`src/rtl/csm_pkg.sv`:
```
package csm_pkg;
    typedef enum logic {
        MOD_ASK_MAN  = 1'b0,
        MOD_BPSK_NRZ = 1'b1
    } mod_e;

    typedef enum logic [1:0] {
        SRC_ONES   = 2'd0,
        SRC_ALT_HI = 2'd1,
        SRC_ALT_LO = 2'd2,
        SRC_EXT    = 2'd3
    } src_state_e;

    localparam logic [1:0] SEL_ONES = 2'b00;
    localparam logic [1:0] SEL_ALT  = 2'b01;
    localparam logic [1:0] SEL_EXT  = 2'b10;
endpackage

```
`src/rtl/csm_divider.sv`:
```
module csm_divider #(
    parameter int SUB_LOG2 = 4,
    parameter int BIT_LOG2 = 7
) (
    input  logic clk,
    input  logic rst_n,
    output logic subcar,
    output logic late_half,
    output logic boundary
);
    logic [BIT_LOG2-1:0] cnt_q;

    always_ff @(posedge clk or negedge rst_n) begin
        if (!rst_n) cnt_q <= '0;
        else        cnt_q <= cnt_q + 1'b1;
    end

    assign subcar    = cnt_q[SUB_LOG2-1];
    assign late_half = cnt_q[BIT_LOG2-1];
    assign boundary  = &cnt_q;
endmodule

```
`src/rtl/csm_source.sv`:
```
module csm_source
    import csm_pkg::*;
(
    input  logic       clk,
    input  logic       rst_n,
    input  logic       boundary,
    input  logic [1:0] src_sel,
    input  logic       ext_data,
    output logic       data_bit
);
    src_state_e state_q, state_d;
    logic       ext_q;

    always_ff @(posedge clk or negedge rst_n) begin
        if (!rst_n) begin
            state_q <= SRC_ONES;
            ext_q   <= 1'b1;
        end else if (boundary) begin
            state_q <= state_d;
            ext_q   <= ext_data;
        end
    end

    always_comb begin
        state_d = SRC_ONES;
        unique case (src_sel)
            SEL_ALT: state_d = (state_q == SRC_ALT_HI) ? SRC_ALT_LO : SRC_ALT_HI;
            SEL_EXT: state_d = SRC_EXT;
            default: state_d = SRC_ONES;
        endcase
    end

    always_comb begin
        data_bit = 1'b1;
        unique case (state_q)
            SRC_ONES:   data_bit = 1'b1;
            SRC_ALT_HI: data_bit = 1'b1;
            SRC_ALT_LO: data_bit = 1'b0;
            SRC_EXT:    data_bit = ext_q;
        endcase
    end
endmodule

```
`src/rtl/csm_modulator.sv`:
```
module csm_modulator
    import csm_pkg::*;
(
    input  logic clk,
    input  logic rst_n,
    input  logic boundary,
    input  logic mode_sel,
    input  logic subcar,
    input  logic late_half,
    input  logic data_bit,
    output logic mode_q,
    output logic load_sw
);
    mod_e mode_st;

    always_ff @(posedge clk or negedge rst_n) begin
        if (!rst_n)        mode_st <= MOD_ASK_MAN;
        else if (boundary) mode_st <= mod_e'(mode_sel);
    end

    always_comb begin
        load_sw = 1'b0;
        unique case (mode_st)
            MOD_ASK_MAN:  load_sw = subcar & (data_bit ^ late_half);
            MOD_BPSK_NRZ: load_sw = subcar ^ ~data_bit;
        endcase
    end

    assign mode_q = mode_st;
endmodule

```
`src/rtl/card_subcarrier_mod.sv`:
```
module card_subcarrier_mod #(
    parameter int SUB_LOG2 = 4,
    parameter int BIT_LOG2 = 7
) (
    input  logic       clk,
    input  logic       rst_n,
    input  logic       mode_sel,
    input  logic [1:0] src_sel,
    input  logic       ext_data,
    output logic       ext_strobe,
    output logic       load_sw
);
    logic subcar;
    logic late_half;
    logic boundary;
    logic cur_bit;
    logic mod_mode;

    csm_divider #(.SUB_LOG2(SUB_LOG2), .BIT_LOG2(BIT_LOG2)) u_div (
        .clk(clk), .rst_n(rst_n),
        .subcar(subcar), .late_half(late_half), .boundary(boundary)
    );

    csm_source u_src (
        .clk(clk), .rst_n(rst_n), .boundary(boundary),
        .src_sel(src_sel), .ext_data(ext_data), .data_bit(cur_bit)
    );

    csm_modulator u_mod (
        .clk(clk), .rst_n(rst_n), .boundary(boundary),
        .mode_sel(mode_sel), .subcar(subcar), .late_half(late_half),
        .data_bit(cur_bit), .mode_q(mod_mode), .load_sw(load_sw)
    );

    assign ext_strobe = boundary;
endmodule

```
`config.mk`:
```
export PLATFORM = sky130hd
export DESIGN_NAME = card_subcarrier_mod
export DESIGN_NICKNAME = d
export VERILOG_FILES = /design/src/rtl/csm_pkg.sv /design/src/rtl/csm_divider.sv /design/src/rtl/csm_source.sv /design/src/rtl/csm_modulator.sv /design/src/rtl/card_subcarrier_mod.sv
export SDC_FILE = /design/constraint.sdc
export NUM_CORES = 1
export LEC_CHECK = 0
export BUFFER_PORTS_ARGS = -buffer_cell sky130_fd_sc_hd__clkbuf_2
export CAP_MARGIN = 40
export CORE_AREA = 2 2 39 41
export DETAILED_ROUTE_END_ITERATION = 6
export DIE_AREA = 0 0 41 43
export HOLD_SLACK_MARGIN = 0.05
export PLACE_DENSITY = 0.64
export SLEW_MARGIN = 0
export SYNTH_ARGS = -nofsm -noshare
export SYNTH_HDL_FRONTEND = slang
export SYNTH_SLANG_ARGS = --single-unit
```
`constraint.sdc`:
```
create_clock -name clk -period 1.4 [get_ports clk]
set_input_delay 0.07 -clock clk [delete_from_list [all_inputs] [get_ports clk]]
set_output_delay 0.07 -clock clk [all_outputs]
set_load 0.1 [all_outputs]
```
==> results of run 1 <==
## per-stage QoR
step,utilization [%],power [mW],std cells,setup WS (ps),instance area (sq um)
6_report,56.9,0.555,86,-62.7,787
5_1_grt,56.9,0.592,86,-125,787
4_1_cts,54.4,0.567,83,-76.0,753
3_5_place_dp,47.9,0.345,72,60.9,663
3_3_place_gp,47.9,0.344,72,99.3,663
2_1_floorplan,-,0.330,48,-279,571
## how the worst min path moves through the flow
stage / endpoint / slack, ps
finish: u_mod.mode_q / 210
floorplan: u_div.cnt_q[0] / -230
detailed placement: u_src.state_q[1] / -40
global placement: u_src.state_q[1] / -40
global route: u_src.state_q[1] / 230
CTS: u_src.state_q[1] / 210
## per-layer routing
layer	wire, microns	up-vias
li1	-	203
met1	381	200
met2	568	5
met3	34	2
met4	13	0
met5	0	-
## flip-flops by register name (all words and copies together), names as in the netlist
| name | cells |
|---|---|
| u_div.cnt_q | 7 |
| u_mod.mode_q | 1 |
| u_src.state_q | 2 |
| u_src.ext_q | 1 |
## critical path: stages (launching register included)
cell and delay [ps]:
dfstp_2 540, nand2_2 70, nand2_4 90, mux2i_4 240, buf_12 190
## synthesized netlist by cell type
cell type,count,area share [%]
dfstp_2,1,5.0
nand2b_1,1,1.2
a31oi_1,1,1.2
dfrtp_1,10,48
o22ai_1,1,1.2
ha_1,3,7.2
mux2_2,3,6.4
nand2_1,5,3.6
nor2_1,2,1.4
nand4_2,1,2.4
inv_1,6,4.3
xor2_1,1,1.7
xnor2_1,4,6.7
nand3_1,2,1.9
o21ai_1,1,0.95
mux2i_1,1,1.9
or3_1,1,1.2
nor2_2,1,1.2
a21oi_1,1,0.95
o21ai_0,2,1.9
## power breakdown
part | internal, mW | switching [mW] | leakage [nW] | total, mW
clock network | 0.110 | 0.101 | 0.0150 | 0.211
logic | 0.0138 | 0.0130 | 0.216 | 0.0268
registers | 0.318 | 0 | 0.123 | 0.318
## area by class of cell
| class | instances | area (sq um) | share of cell area (%) |
|---|---|---|---|
| clock buffer | 4 | 26.3 | 3.34 |
| multi-input combinational | 31 | 282 | 35.8 |
| tap | 16 | 20.0 | 2.54 |
| sequential | 11 | 278 | 35.3 |
| inverter | 6 | 22.5 | 2.86 |
| timing repair buffer | 18 | 159 | 20.2 |
## repair_timing
| item | 4_1_cts | 5_1_grt |
|---|---|---|
| cloned | 0 | 0 |
| buffers inserted | 5 | 3 |
| gates resized for setup | 2 | 3 |
| endpoints found under the hold margin | 13 | 0 |
| endpoints found under the setup margin | 2 | 3 |
| hold buffers | 3 | 0 |
| pin swaps | 4 | 3 |
## cell families after synthesis
kind of cell,count (synthesis),share of synthesized area [%]
AO/OA/AOI/OAI,6,6.21
XOR/XNOR,5,8.35
adder cells (fa/ha/maj),3,7.16
buffers and inverters,6,4.30
flip-flops,11,52.7
multiplexers,4,8.35
AND/OR/NAND/NOR,13,12.9
==> flow_metrics.tcl, run 1 <==
set metrics [dict create \
    wire_per_inst_microns 11.6 \
    postRouteAntennaNets 0 \
    relSlewSlack_pct 78.5 \
    netlist_area_sq_um 524 \
    drc 0 \
    setup_violations 1 \
    dieArea_sq_mm 0.00176 \
    grt_antenna_before_repair 0 \
    area_growth_pct 50.1 \
    ys_warn_count 0 \
    fin_skew_ps 6.13 \
    grt_max_degree 12 \
    endpoint_kind "primary output" \
    r2r_end "u_mod.mode_q" \
    fin_crit_sh_pct 104 \
    fin_setup_tns_ps -62.7 \
    vias 410 \
    cp.arrival_ps 1390 \
    final_cell_mix "dfrtp_1, buf_4, inv_1" \
    grtUsageMet3_pct 7.85 \
    rsz0062_at_grt "yes" \
    crit_required_ps 1330 \
    drt-pass1-iter-count 3 \
    seq_area_frac_synth_pct 52.7 \
    drv_cap 0 \
    ys_ff_latch 11 \
    grtUsageTotal_pct 15.4 \
    r2r_cells 5 \
    grt_pass1_vias 433 \
    max-vdd-ir-drop_v 0.000443 \
    clkLatencyLatePin_ps 260 \
    cts_max_level 1 \
    synth_fp_nets 57 \
    busiest_layer "met2" \
    violations "setup timing" \
    antennaDiodeCount 0 \
    final_common_cell "dfrtp_1" \
    initial_core_util_pct 37.9 \
    tightest_slew_ps 319 \
    cts_made_buffers 3 \
    place_hpwl_microns 678 \
    hp-class "primary input to asynchronous set/reset pin" \
    fp.dieH_microns 43 \
    use_met2_pct 25.9 \
    fmax_mhz 684 \
    p_per_area_mw_per_mm2 706 \
    viasPerCell 4.77 \
    regToRegSetupSlack_ps 60 \
    fin_hold_ws_ps 207 \
    status "finished, violations left" \
    io_pins 8 \
    power.leakage_nw 0.355 \
    timing.rr.start "u_div.cnt_q[1]" \
    met1_usage_pct 14.0 \
    nFillCells 128 \
    drt_iter0_markers 4 \
    coreArea_sq_mm 0.00138 \
    cts_sinks 11 \
    drive_gt1_share_pct 41.4 \
    cts_tree "yes" \
    clk_path_buf_depth 2 \
    die_x_microns 41 \
    ys_types 20 \
    endpoint "load_sw" \
    finalWirelength_microns 997 \
    grt_overflow 0 \
    cp-start-kind "flop" \
    clk_pin_slew_worst_paths_ps 70 \
    finalMaxSlewViolations 0 \
    grt_pass1_wl_microns 1730 \
    cts_root_buffer "clkbuf_4" \
    critPathLaunch "u_src.ext_q" \
    synth_area_per_cell_sq_um 10.9 \
    finalWorstSetupSlack_ps -62.7 \
    netlist_instances 48 \
    rows 14 \
    worstSetupPathType "flop to primary output" \
    cp_max_fo 2 \
    hold_violations 0 \
    nNetsFinal 80 \
    portBuffers 7 \
    period_needed_ps 1460 \
    place.gp.congestion 0.697 \
]
No activity file was read; power rests on OpenSTA's default activity.
==> inputs of run 2 (changes only) <==
--- a/config.mk
+++ b/config.mk
@@ -12,6 +12,7 @@
 export DIE_AREA = 0 0 41 43
 export HOLD_SLACK_MARGIN = 0.05
 export PLACE_DENSITY = 0.64
+export REMOVE_ABC_BUFFERS = 1
 export SLEW_MARGIN = 0
 export SYNTH_ARGS = -nofsm -noshare
 export SYNTH_HDL_FRONTEND = slang
==> flow_metrics.tcl, run 2 (synthesis gave the netlist of run 1 again) <==
set metrics [dict create \
    cts_made_buffers 3 \
    grt_overflow 0 \
    regToRegSetupSlack_ps 60 \
    rsz0062_at_grt "yes" \
    worstSetupPathType "flop to primary output" \
    fp.dieH_microns 43 \
    worstPathCellList "nand2_2 -> nand2_2 -> mux2i_4 -> buf_12" \
    largest_register_ff_count 7 \
    met1_usage_pct 15.7 \
    coreArea_sq_mm 0.00138 \
    area_growth_pct 43.4 \
    clk_pin_slew_worst_paths_ps 70 \
    relSlewSlack_pct 78.2 \
    final_cell_mix "dfrtp_1, inv_1, clkbuf_2" \
    power.leakage_nw 0.341 \
    postRouteAntennaNets 0 \
    multi_input_area_sq_um 269 \
    period_needed_ps 1460 \
    wire_per_inst_microns 11.3 \
    drv_cap 0 \
    endpoint_kind "primary output" \
    placedCellCount 74 \
    use_met2_pct 22.5 \
    cp_max_fo 2 \
    finalWirelength_microns 938 \
    initial_core_util_pct 37.9 \
    top_regs "u_div.cnt_q x7, u_src.state_q x2" \
    p_per_area_mw_per_mm2 745 \
    grtUsageTotal_pct 14.2 \
    fin_skew_ps 2.75 \
    vias 399 \
    top_register "u_div.cnt_q" \
    viasPerCell 4.81 \
    status "finished, violations left" \
    crit_top_cell "nand2_2" \
    antennaDiodeCount 0 \
    crit_required_ps 1330 \
    cp-start-kind "flop" \
    place_hpwl_microns 720 \
    grt_antenna_before_repair 0 \
    max-vdd-ir-drop_v 0.000387 \
    drt_iter0_markers 3 \
    fin_crit_sh_pct 104 \
    io_pins 8 \
    die_x_microns 41 \
    busiest_layer "met2" \
    violations "setup timing" \
    fmax_mhz 687 \
    cp.arrival_ps 1390 \
    rows 14 \
    tightest_slew_ps 323 \
    final_util_pct 54.3 \
    clkLatencyLatePin_ps 270 \
    final_common_cell "dfrtp_1" \
    hp-class "primary input to asynchronous set/reset pin" \
    dieArea_sq_mm 0.00176 \
    grt_pass1_vias 408 \
    register_area_sq_um 277 \
    clk_path_buf_depth 2 \
    totalPowerFinal_mw 0.560 \
    nFillCells 124 \
    grt_max_degree 12 \
    drt-pass1-iter-count 3 \
    cts_max_level 1 \
    cts_sinks 11 \
    place.gp.congestion 0.695 \
    grt_pass1_wl_microns 1620 \
    fin_cells 83 \
    drive_gt1_share_pct 38.8 \
    grtUsageMet3_pct 3.14 \
    nNetsFinal 77 \
    cts_root_buffer "clkbuf_4" \
    slowest_delay_ps 540 \
    finalWorstSetupSlack_ps -56.5 \
    cts_tree "yes" \
    finalMaxSlewViolations 0 \
    hold_violations 0 \
    drc 0 \
    setup_violations 1 \
    crit_path_top_delay_cell "dfstp_2" \
    portBuffers 7 \
]
run 2: power by group:
part / switching (mW) / total, mW / internal, mW
combinational: 0.0137 / 0.0277 / 0.0140
sequential: 0 / 0.318 / 0.318
clock: 0.109 / 0.215 / 0.106
run 2: final cells by class:
cell class	count	share of cell area, %
Inverter	6	3.00
Clock inverter	1	0.666
Clock buffer	3	3.00
Timing Repair Buffer	15	18.1
Multi-Input combinational cell	31	35.8
Sequential cell	11	36.8
Tap cell	16	2.66
run 2: worst max-delay path: cells and delay by family (launching register included):
family,cells,cell delay (ps)
simple gates,2,140
flops,1,540
mux,1,240
buf+inv,1,190
run 2: metrics by stage:
stage                     hold slack [ps]  instance area [sq um]  setup WS (ps)  setup TNS [ps]
after global routing                  211                    752           -133            -211
after CTS                             197                    738           -101            -101
after detailed placement            -43.7                    632          -13.3           -13.3
final                                 201                    752          -56.5           -56.5
after global placement              -47.2                    632           62.8               0
after floorplan                      -226                    524           -886           -3070
run 2: worst paths after layout:
path	start	end	cells past startpoint
min reg2reg	u_div.cnt_q[0]	u_div.cnt_q[0]	1
max in group asynchronous	rst_n	u_src.ext_q	2
max	u_src.ext_q	load_sw	4
min in group clk	src_sel[1]	u_src.state_q[0]	4
min	rst_n	u_div.cnt_q[1]	2
max reg2reg	u_div.cnt_q[3]	u_mod.mode_q	5
run 2: repair_timing:
action | CTS | global route
endpoints found under the hold margin | 13 | 0
pin swaps | 4 | 0
hold buffers | 3 | 0
resized for setup | 6 | 3
buffers inserted | 2 | 0
endpoints found under the setup margin | 3 | 3
run 2: routing by layer:
metal	routed length, microns	part of all wire (%)
met4	22	2.3
met2	494	53
met3	27	2.9
met1	394	42
met5	0	0
